File: src/rtl/lpscan_pkg.sv
package lpscan_pkg;

    // Operating state of the whole chain, decoded from scan-enable.
    typedef enum logic {
        MODE_CAPTURE = 1'b0,
        MODE_SHIFT   = 1'b1
    } chain_mode_e;

endpackage

File: src/rtl/lpscan_mode_dec.sv
module lpscan_mode_dec
    import lpscan_pkg::*;
(
    input  logic        scan_en,
    output chain_mode_e mode
);

    // Purely combinational: the mode changes in the same cycle as scan_en.
    always_comb begin
        unique case (scan_en)
            1'b1:    mode = MODE_SHIFT;
            default: mode = MODE_CAPTURE;
        endcase
    end

endmodule

File: src/rtl/lpscan_cell.sv
module lpscan_cell
    import lpscan_pkg::*;
(
    input  logic        clk,
    input  logic        rst_n,
    input  chain_mode_e mode,
    input  logic        d_in,
    input  logic        ser_in,
    output logic        func_q,
    output logic        ser_q
);

    logic stored;
    logic next_bit;

    // Input selection: serial bit in shift mode, functional bit otherwise.
    always_comb begin
        unique case (mode)
            MODE_SHIFT:   next_bit = ser_in;
            MODE_CAPTURE: next_bit = d_in;
            default:      next_bit = d_in;
        endcase
    end

    always_ff @(posedge clk) begin
        if (!rst_n) begin
            stored <= 1'b0;
        end else begin
            stored <= next_bit;
        end
    end

    // Functional output grounded during shift; serial output never gated.
    always_comb begin
        unique case (mode)
            MODE_SHIFT:   func_q = 1'b0;
            MODE_CAPTURE: func_q = stored;
            default:      func_q = stored;
        endcase
        ser_q = stored;
    end

endmodule

File: src/rtl/lpscan_top.sv
module lpscan_top
    import lpscan_pkg::*;
#(
    parameter int N = 8
) (
    input  logic         clk,
    input  logic         rst_n,
    input  logic         scan_en,
    input  logic         scan_in,
    input  logic [N-1:0] func_d,
    output logic [N-1:0] func_q,
    output logic         scan_out
);

    localparam int LAST = N - 1;

    chain_mode_e  mode;
    logic [N-1:0] cell_q;
    logic [N-1:0] ser_link;

    lpscan_mode_dec u_mode (
        .scan_en (scan_en),
        .mode    (mode)
    );

    // Serial path: scan_in -> cell 0 -> cell 1 -> ... -> cell N-1 -> scan_out
    assign ser_link = {cell_q[N-2:0], scan_in};

    for (genvar k = 0; k < N; k++) begin : g_cell
        lpscan_cell u_cell (
            .clk    (clk),
            .rst_n  (rst_n),
            .mode   (mode),
            .d_in   (func_d[k]),
            .ser_in (ser_link[k]),
            .func_q (func_q[k]),
            .ser_q  (cell_q[k])
        );
    end

    assign scan_out = cell_q[LAST];

endmodule

File: config.mk
export PLATFORM = sky130hd
export DESIGN_NAME = lpscan_top
export DESIGN_NICKNAME = d
export VERILOG_FILES = /design/src/rtl/lpscan_pkg.sv /design/src/rtl/lpscan_mode_dec.sv /design/src/rtl/lpscan_cell.sv /design/src/rtl/lpscan_top.sv
export SDC_FILE = /design/constraint.sdc
export NUM_CORES = 1
export LEC_CHECK = 0
export BUFFER_PORTS_ARGS = -buffer_cell sky130_fd_sc_hd__buf_2
export CAP_MARGIN = 40
export CORE_AREA = 8 8 45 47
export DETAILED_ROUTE_END_ITERATION = 7
export DIE_AREA = 0 0 53 55
export SYNTH_ARGS = -nofsm -noshare
export SYNTH_HDL_FRONTEND = slang
export SYNTH_HIERARCHICAL = 1
export SYNTH_SLANG_ARGS = --single-unit
File: constraint.sdc
create_clock -name clk -period 1.05 [get_ports clk]
set_input_delay 0.21 -clock clk [delete_from_list [all_inputs] [get_ports clk]]
set_output_delay 0.21 -clock clk [all_outputs]
set_load 0.05 [all_outputs]
After elaboration in Yosys (flattened, before gate mapping)
Cells that the tools add are included.
{"block": "word_totals", "register_bits": 8, "in_bits": 12, "elab_cells": 26}
{"block": "op_classes", "n_mux": 17, "n_bitwise": 1}
{"cell": "case mux 1 bit (2 select lines)", "n": 16}
{"cell": "two-way mux 1 bit", "n": 1}
{"cell": "inverter 1 bit", "n": 1}

Depth between registers and ports, before layout
Gate-level depths: netlist of run 1.
{"block": "logic_depth", "ltp_word": 3, "mapped_depth": 3, "mapped_depth_nobuf": 2}

Modules after synthesis
The synthesis of run 1 kept the hierarchy.
{"module": "lpscan_cell", "instances": 8, "area_each_um2": 45.0, "cells_each": 4}
{"module": "lpscan_mode_dec", "instances": 1, "area_each_um2": 7.5, "cells_each": 1}

Worst setup path before layout of run 1
OpenSTA, ideal clock, no wires.
{"block": "synth_path", "path_kind": "reg2out", "startpoint": "register g_cell[7].u_cell.stored", "endpoint": "output func_q[7]", "t_required_ns": 0.840, "n_path_buf": 0, "stages_incl_launch_ff": 2, "path_slack_ns": -0.151, "t_arrival_ns": 0.991, "cell_sequence": "dfxtp_1 > and2b_2"}
{"block": "synth_between", "elab_chain_cells": 1}
{"item": "start: declaration", "line_no": "lpscan_cell.sv:13", "source": "logic stored;"}
{"item": "start signal: assignment", "line_no": "lpscan_cell.sv:29", "source": "stored <= next_bit;"}
{"item": "case mux 1 bit (2 select lines)", "line_no": "lpscan_cell.sv:35", "source": "unique case (mode)"}
{"item": "end: declaration", "line_no": "lpscan_top.sv:11", "source": "output logic [N-1:0] func_q,"}
No other way between the ends.

Final worst setup path of run 1
{"block": "layout_path", "startpoint": "register g_cell[4].u_cell.stored", "endpoint": "output func_q[4]"}
{"block": "layout_between", "elab_chain_cells": 1}
{"item": "start: declaration", "line_no": "lpscan_cell.sv:13"}
{"item": "start signal: assignment", "line_no": "lpscan_cell.sv:29"}
{"item": "case mux 1 bit (2 select lines)", "line_no": "lpscan_cell.sv:35"}
No other way between the ends.

==> flow_metrics.tcl, run 1 <==
set metrics [dict create \
    hp-class "in2reg" \
    skew_ns 0.003866 \
    fmax_ghz 0.8905 \
    final_max_slew_viol_count 0 \
    syn_area_per_cell_um2 11.15 \
    endpoint_kind "output port" \
    h-tree-depth 1 \
    numPlacedInstances 71 \
    synth-seq-cells 8 \
    critPathBufInv 1 \
    max_slew_margin_pct 84.31 \
    antenna_found_initial 0 \
    synth_cell_types 5 \
    setup_ws_ns -0.07298 \
    core-area_mm2 0.001384 \
    setup-violations-final 8 \
    fin_total_pwr_mw 0.7459 \
    viasPerCell 4.263 \
    holdBufCountCts 0 \
    areaGrowthSynthToFinish_pct 64.29 \
    antenna_cells 0 \
    io_pins 21 \
    routed_wl_um 843 \
    grtUsageMet3_pct 2.941 \
    crit_chain "and2b_2 -> buf_8" \
    yosys_warnings 6 \
    crit_arrival_ns 0.91 \
    busiest_layer "met2" \
    dieArea_mm2 0.002915 \
    seq_area_frac_synth_pct 43.54 \
    use_met1_pct 6.269 \
    final_net_count 74 \
    grt_overflow 0 \
    ir_drop_uv 525.6 \
    routedWlPerCell_um 11.09 \
    post-dp-hpwl_um 638.4 \
    start_kind "flip-flop" \
    min_period_over_period_pct 107.0 \
    die_x_um 53 \
    clk_pin_slew_worst_paths_ns 0.05 \
    multiInputGateArea_um2 200.2 \
    track_usage_pct 7.065 \
    dr.first_iter.drc_count 0 \
    detail-route-antenna-nets 0 \
    required_ns 0.84 \
    initial_core_util_pct 26.58 \
    status "finished with violations" \
    clk_path_buf_depth 2 \
    drive_gt1_share_pct 65.00 \
    hold-worst-slack_ns 0.2055 \
    post-route-util_pct 43.67 \
    synth_cells 33 \
    cpLargestDelayFamily "flip-flops" \
    num-fill-cells 148 \
    crit_slowest_cell "dfxtp_2" \
    rows 14 \
    violations "negative setup slack" \
    critPathKind "reg2out" \
    io_buffers 20 \
    grt_pass1_wl_mm 1.421 \
    maxCapViolCount 0 \
    largest_reg_flops 8 \
    cts_root_buf "clkbuf_4" \
    max_stage_delay_ns 0.31 \
    met2_usage_pct 10.35 \
    worst_pin_slew_ns 0.2353 \
    die_h_um 55 \
    p_per_area_mw_per_mm2 1234 \
    path_max_fanout 2 \
    first_pass_iters 1 \
    netlist_area_um2 367.9 \
    fin_cells 76 \
    rsz0062_at_grt "true" \
    grt_max_degree 15 \
    cts_tree "done" \
    route.vias.total 324 \
    clock_sinks 8 \
    cts-buffers-inserted 3 \
    hold_viol 0 \
    grt_pass1_vias 332 \
    post-route-drc-count 0 \
    syn_nets 45 \
    gp_congestion 0.6701 \
    clock_latency_ns 0.25 \
    p_leak_nw 0.3124 \
    post-route-min-period_ns 1.123 \
    seqCellArea_um2 163.9 \
]
-- where the power goes --
part	switching, mW	internal [mW]	total, mW
Clock	0.103	0.131	0.234
Combinational	0.0929	0.0875	0.180
Sequential	0.00735	0.324	0.332
-- worst register-to-register path: stages (launching register included) --
cell and delay, ns:
dfxtp_2 0.31, buf_4 0.12, mux2i_1 0.13, nor2b_1 0.06
-- cell usage in the layout, fill, tap and decap left out --
master,instances
dfxtp_2,3
buf_2,11
and2b_2,8
buf_4,5
mux2i_1,8
buf_6,6
buf_8,2
clkbuf_4,4
nor2b_1,8
dfxtp_1,5
-- path summary, 6_finish.rpt --
check                               from                endpoint  slack, ns  cells after the start
setup / recovery  g_cell[4].u_cell/ser_q               func_q[4]      -0.07                      2
hold / removal                 func_d[0]  g_cell[0].u_cell/ser_q       0.21                      3
setup reg to reg  g_cell[3].u_cell/ser_q  g_cell[4].u_cell/ser_q       0.32                      3
hold reg to reg   g_cell[0].u_cell/ser_q  g_cell[1].u_cell/ser_q       0.51                      2
-- metrics by stage --
step | TNS (ns) | instance area [um2] | setup slack, ns
final | -0.4645 | 604.3 | -0.07298
after global routing | -0.7999 | 604.3 | -0.1062
after CTS | -0.5621 | 589.3 | -0.07858
after detailed placement | -0.4349 | 504.2 | -0.06025
after global placement | -0.3723 | 504.2 | -0.05612
after floorplan | 0 | 369.1 | 0.02513
-- routing by layer --
metal	vias to the layer above	share of wire, %
met1	142	37
li1	164	-
met4	0	5.1
met2	14	46
met3	4	12
met5	-	0
-- cell families (layout without fill, tap and decap cells) --
kind of cell	after synthesis	after routing	share of synthesized area, %
buffers and inverters	1	28	2.042
muxes	8	8	21.77
and+or+nand+nor	16	16	32.65
DFF	8	8	43.54
-- area by class of cell --
type / count / share of cell area [%]
multi-input combinational: 24 / 33.13
timing repair buffer: 25 / 32.71
sequential: 8 / 27.12
clock buffer: 3 / 3.727
tap: 16 / 3.313
-- Yosys cell counts (all sizes together) --
master | count | share of area (%)
dfxtp | 8 | 44
nor2b | 8 | 14
buf | 1 | 2.0
and2b | 8 | 19
mux2i | 8 | 22
-- what timing repair did --
item                       in CTS  in global routing
cloned                          0                  0
pin swaps                       0                  0
resized for setup              18                  3
setup endpoints to repair       8                  9
buffers inserted                1                  1
(Power assumes the default switching activity.)
==> run 2, diff against run 1 <==
--- a/config.mk
+++ b/config.mk
@@ -10,6 +10,7 @@
 export CORE_AREA = 8 8 45 47
 export DETAILED_ROUTE_END_ITERATION = 7
 export DIE_AREA = 0 0 53 55
+export SKIP_CTS_REPAIR_TIMING = 1
 export SYNTH_ARGS = -nofsm -noshare
 export SYNTH_HDL_FRONTEND = slang
 export SYNTH_HIERARCHICAL = 1
==> constraint.sdc (replaced) <==
create_clock -name clk -period 1.05 [get_ports clk]
set_input_delay 0.0525 -clock clk [delete_from_list [all_inputs] [get_ports clk]]
set_output_delay 0.0525 -clock clk [all_outputs]
set_load 0.05 [all_outputs]
==> run 2 against run 1 <==
Against the previous run: the run now ends clean; largest cell class unchanged; highest routed layer unchanged; die area is the same; sequential share of layout area rose by 3.6 points; final area shrank 14%; flip-flop and latch count is the same.
==> flow_metrics.tcl, run 2 (synthesis results as in run 1) <==
set metrics [dict create \
    areaGrowthSynthToFinish_pct 41.50 \
    fin_total_pwr_mw 0.7100 \
    hold-worst-slack_ns 0.05822 \
    skew_ns 0.002430 \
    gp_congestion 0.6292 \
    grt_overflow 0 \
    post-dp-hpwl_um 622.2 \
    p_per_area_mw_per_mm2 1364 \
    post-route-drc-count 0 \
    num-fill-cells 156 \
    final_max_slew_viol_count 0 \
    busiest_layer "met4" \
    crit_slowest_cell "dfxtp_1" \
    required_ns 1.00 \
    cts_tree "done" \
    initial_core_util_pct 26.58 \
    multiInputGateArea_um2 200.2 \
    final_common_cell "buf_2" \
    final_net_count 69 \
    routedWlPerCell_um 10.99 \
    met2_usage_pct 8.398 \
    worstSetupStartpoint "g_cell[0].u_cell/ser_q" \
    path_max_fanout 2 \
    die_x_um 53 \
    r2r-start "g_cell[2].u_cell/ser_q" \
    track_usage_pct 5.750 \
    route.vias.total 292 \
    routed_wl_um 780 \
    rsz0062_at_grt "false" \
    reg2reg_to "g_cell[3].u_cell/ser_q" \
    post-route-min-period_ns 1.005 \
    dr.first_iter.drc_count 2 \
    endpoint_kind "output port" \
    hold_viol 0 \
    grt_max_degree 17 \
    die_h_um 55 \
    ir_drop_uv 482.7 \
    maxCapViolCount 0 \
    critPathKind "reg2out" \
    io_buffers 20 \
    grt_pass1_vias 287 \
    p_leak_nw 0.2744 \
    r2r_cells 2 \
    use_met1_pct 5.352 \
    seqCellArea_um2 160.2 \
    antenna_cells 0 \
    cp.depth 2 \
    status "complete, no violations" \
    dieArea_mm2 0.002915 \
    viasPerCell 4.113 \
    hp-class "in2reg" \
    drive_gt1_share_pct 56.36 \
    critPathBufInv 1 \
    rows 14 \
    setup_tns_ns 0 \
    grtUsageMet3_pct 1.604 \
    min_period_over_period_pct 95.70 \
    clk_path_buf_depth 2 \
    crit_chain "and2b_2 -> buf_2" \
    clk_pin_slew_worst_paths_ns 0.05 \
    cpLargestDelayFamily "flip-flops" \
    mostFrequentLayoutCells "buf_2, clkbuf_4" \
    cts_root_buf "clkbuf_4" \
    setup-violations-final 0 \
    rrSetupSlack_ns 0.44 \
    fmax_ghz 0.9951 \
    antenna_found_initial 0 \
    timing.critical_path.to "func_q[0]" \
    io_pins 21 \
    detail-route-antenna-nets 0 \
    min_path_cells 3 \
    first_pass_iters 3 \
    clock_latency_ns 0.25 \
    core-area_mm2 0.001384 \
    h-tree-depth 1 \
    max_stage_delay_ns 0.32 \
    start_kind "flip-flop" \
    largest_reg_flops 8 \
    clock_sinks 8 \
    max_slew_margin_pct 78.99 \
    cts-buffers-inserted 3 \
    grt_pass1_wl_mm 1.159 \
    crit_arrival_ns 0.95 \
    worst_pin_slew_ns 0.3152 \
]
## run 2: changes by cell type in the layout (fill, tap and decap cells not counted)
cell | previous run | this run
dfxtp_2 | 3 | 0
buf_2 | 11 | 13
dfxtp_1 | 5 | 8
buf_8 | 2 | 0
buf_6 | 6 | 0
buf_4 | 5 | 0
clkbuf_4 | 4 | 10
## run 2: worst reg2reg max path, stage by stage, from the launching register on
cell     delay (ns)
dfxtp_1        0.31
mux2i_1        0.14
nor2b_1        0.06
## run 2: worst min path at each step
stage / from / endpoint / slack [ns]
floorplan: rst_n / g_cell[0].u_cell/ser_q / 0.18
global placement: func_d[4] / g_cell[4].u_cell/ser_q / 0.31
detailed placement: func_d[1] / g_cell[1].u_cell/ser_q / 0.32
CTS: func_d[5] / g_cell[5].u_cell/ser_q / 0.05
global route: func_d[5] / g_cell[5].u_cell/ser_q / 0.06
finish: func_d[1] / g_cell[1].u_cell/ser_q / 0.06
## run 2: metal layers
| metal | part of all wire [%] | vias to the layer above |
|---|---|---|
| li1 | - | 153 |
| met1 | 38 | 126 |
| met2 | 48 | 11 |
| met3 | 10 | 2 |
| met4 | 3.5 | 0 |
| met5 | 0 | - |
## run 2: power breakdown
group / internal [mW] / switching (mW)
Clock: 0.131 / 0.101
Combinational: 0.0623 / 0.0859
Sequential: 0.323 / 0.00791
## run 2: area by class of cell
class	instances	area share (%)
Tap cell	16	3.846
Multi-Input combinational cell	24	38.46
Clock buffer	3	4.327
Timing Repair Buffer	20	22.60
Sequential cell	8	30.77
## run 2: per-stage QoR
| stage | utilization [%] | cells | setup slack [ns] | cell area [um2] |
|---|---|---|---|---|
| after floorplan | - | 33 | 0.006898 | 367.9 |
| after detailed placement | 34.72 | 68 | 0.1820 | 480.5 |
| after global placement | 34.72 | 68 | 0.1924 | 480.5 |
| after global routing | 37.61 | 71 | 0.006095 | 520.5 |
| final | 37.61 | 71 | 0.04512 | 520.5 |
| after CTS | 36.35 | 71 | 0.01505 | 503.0 |
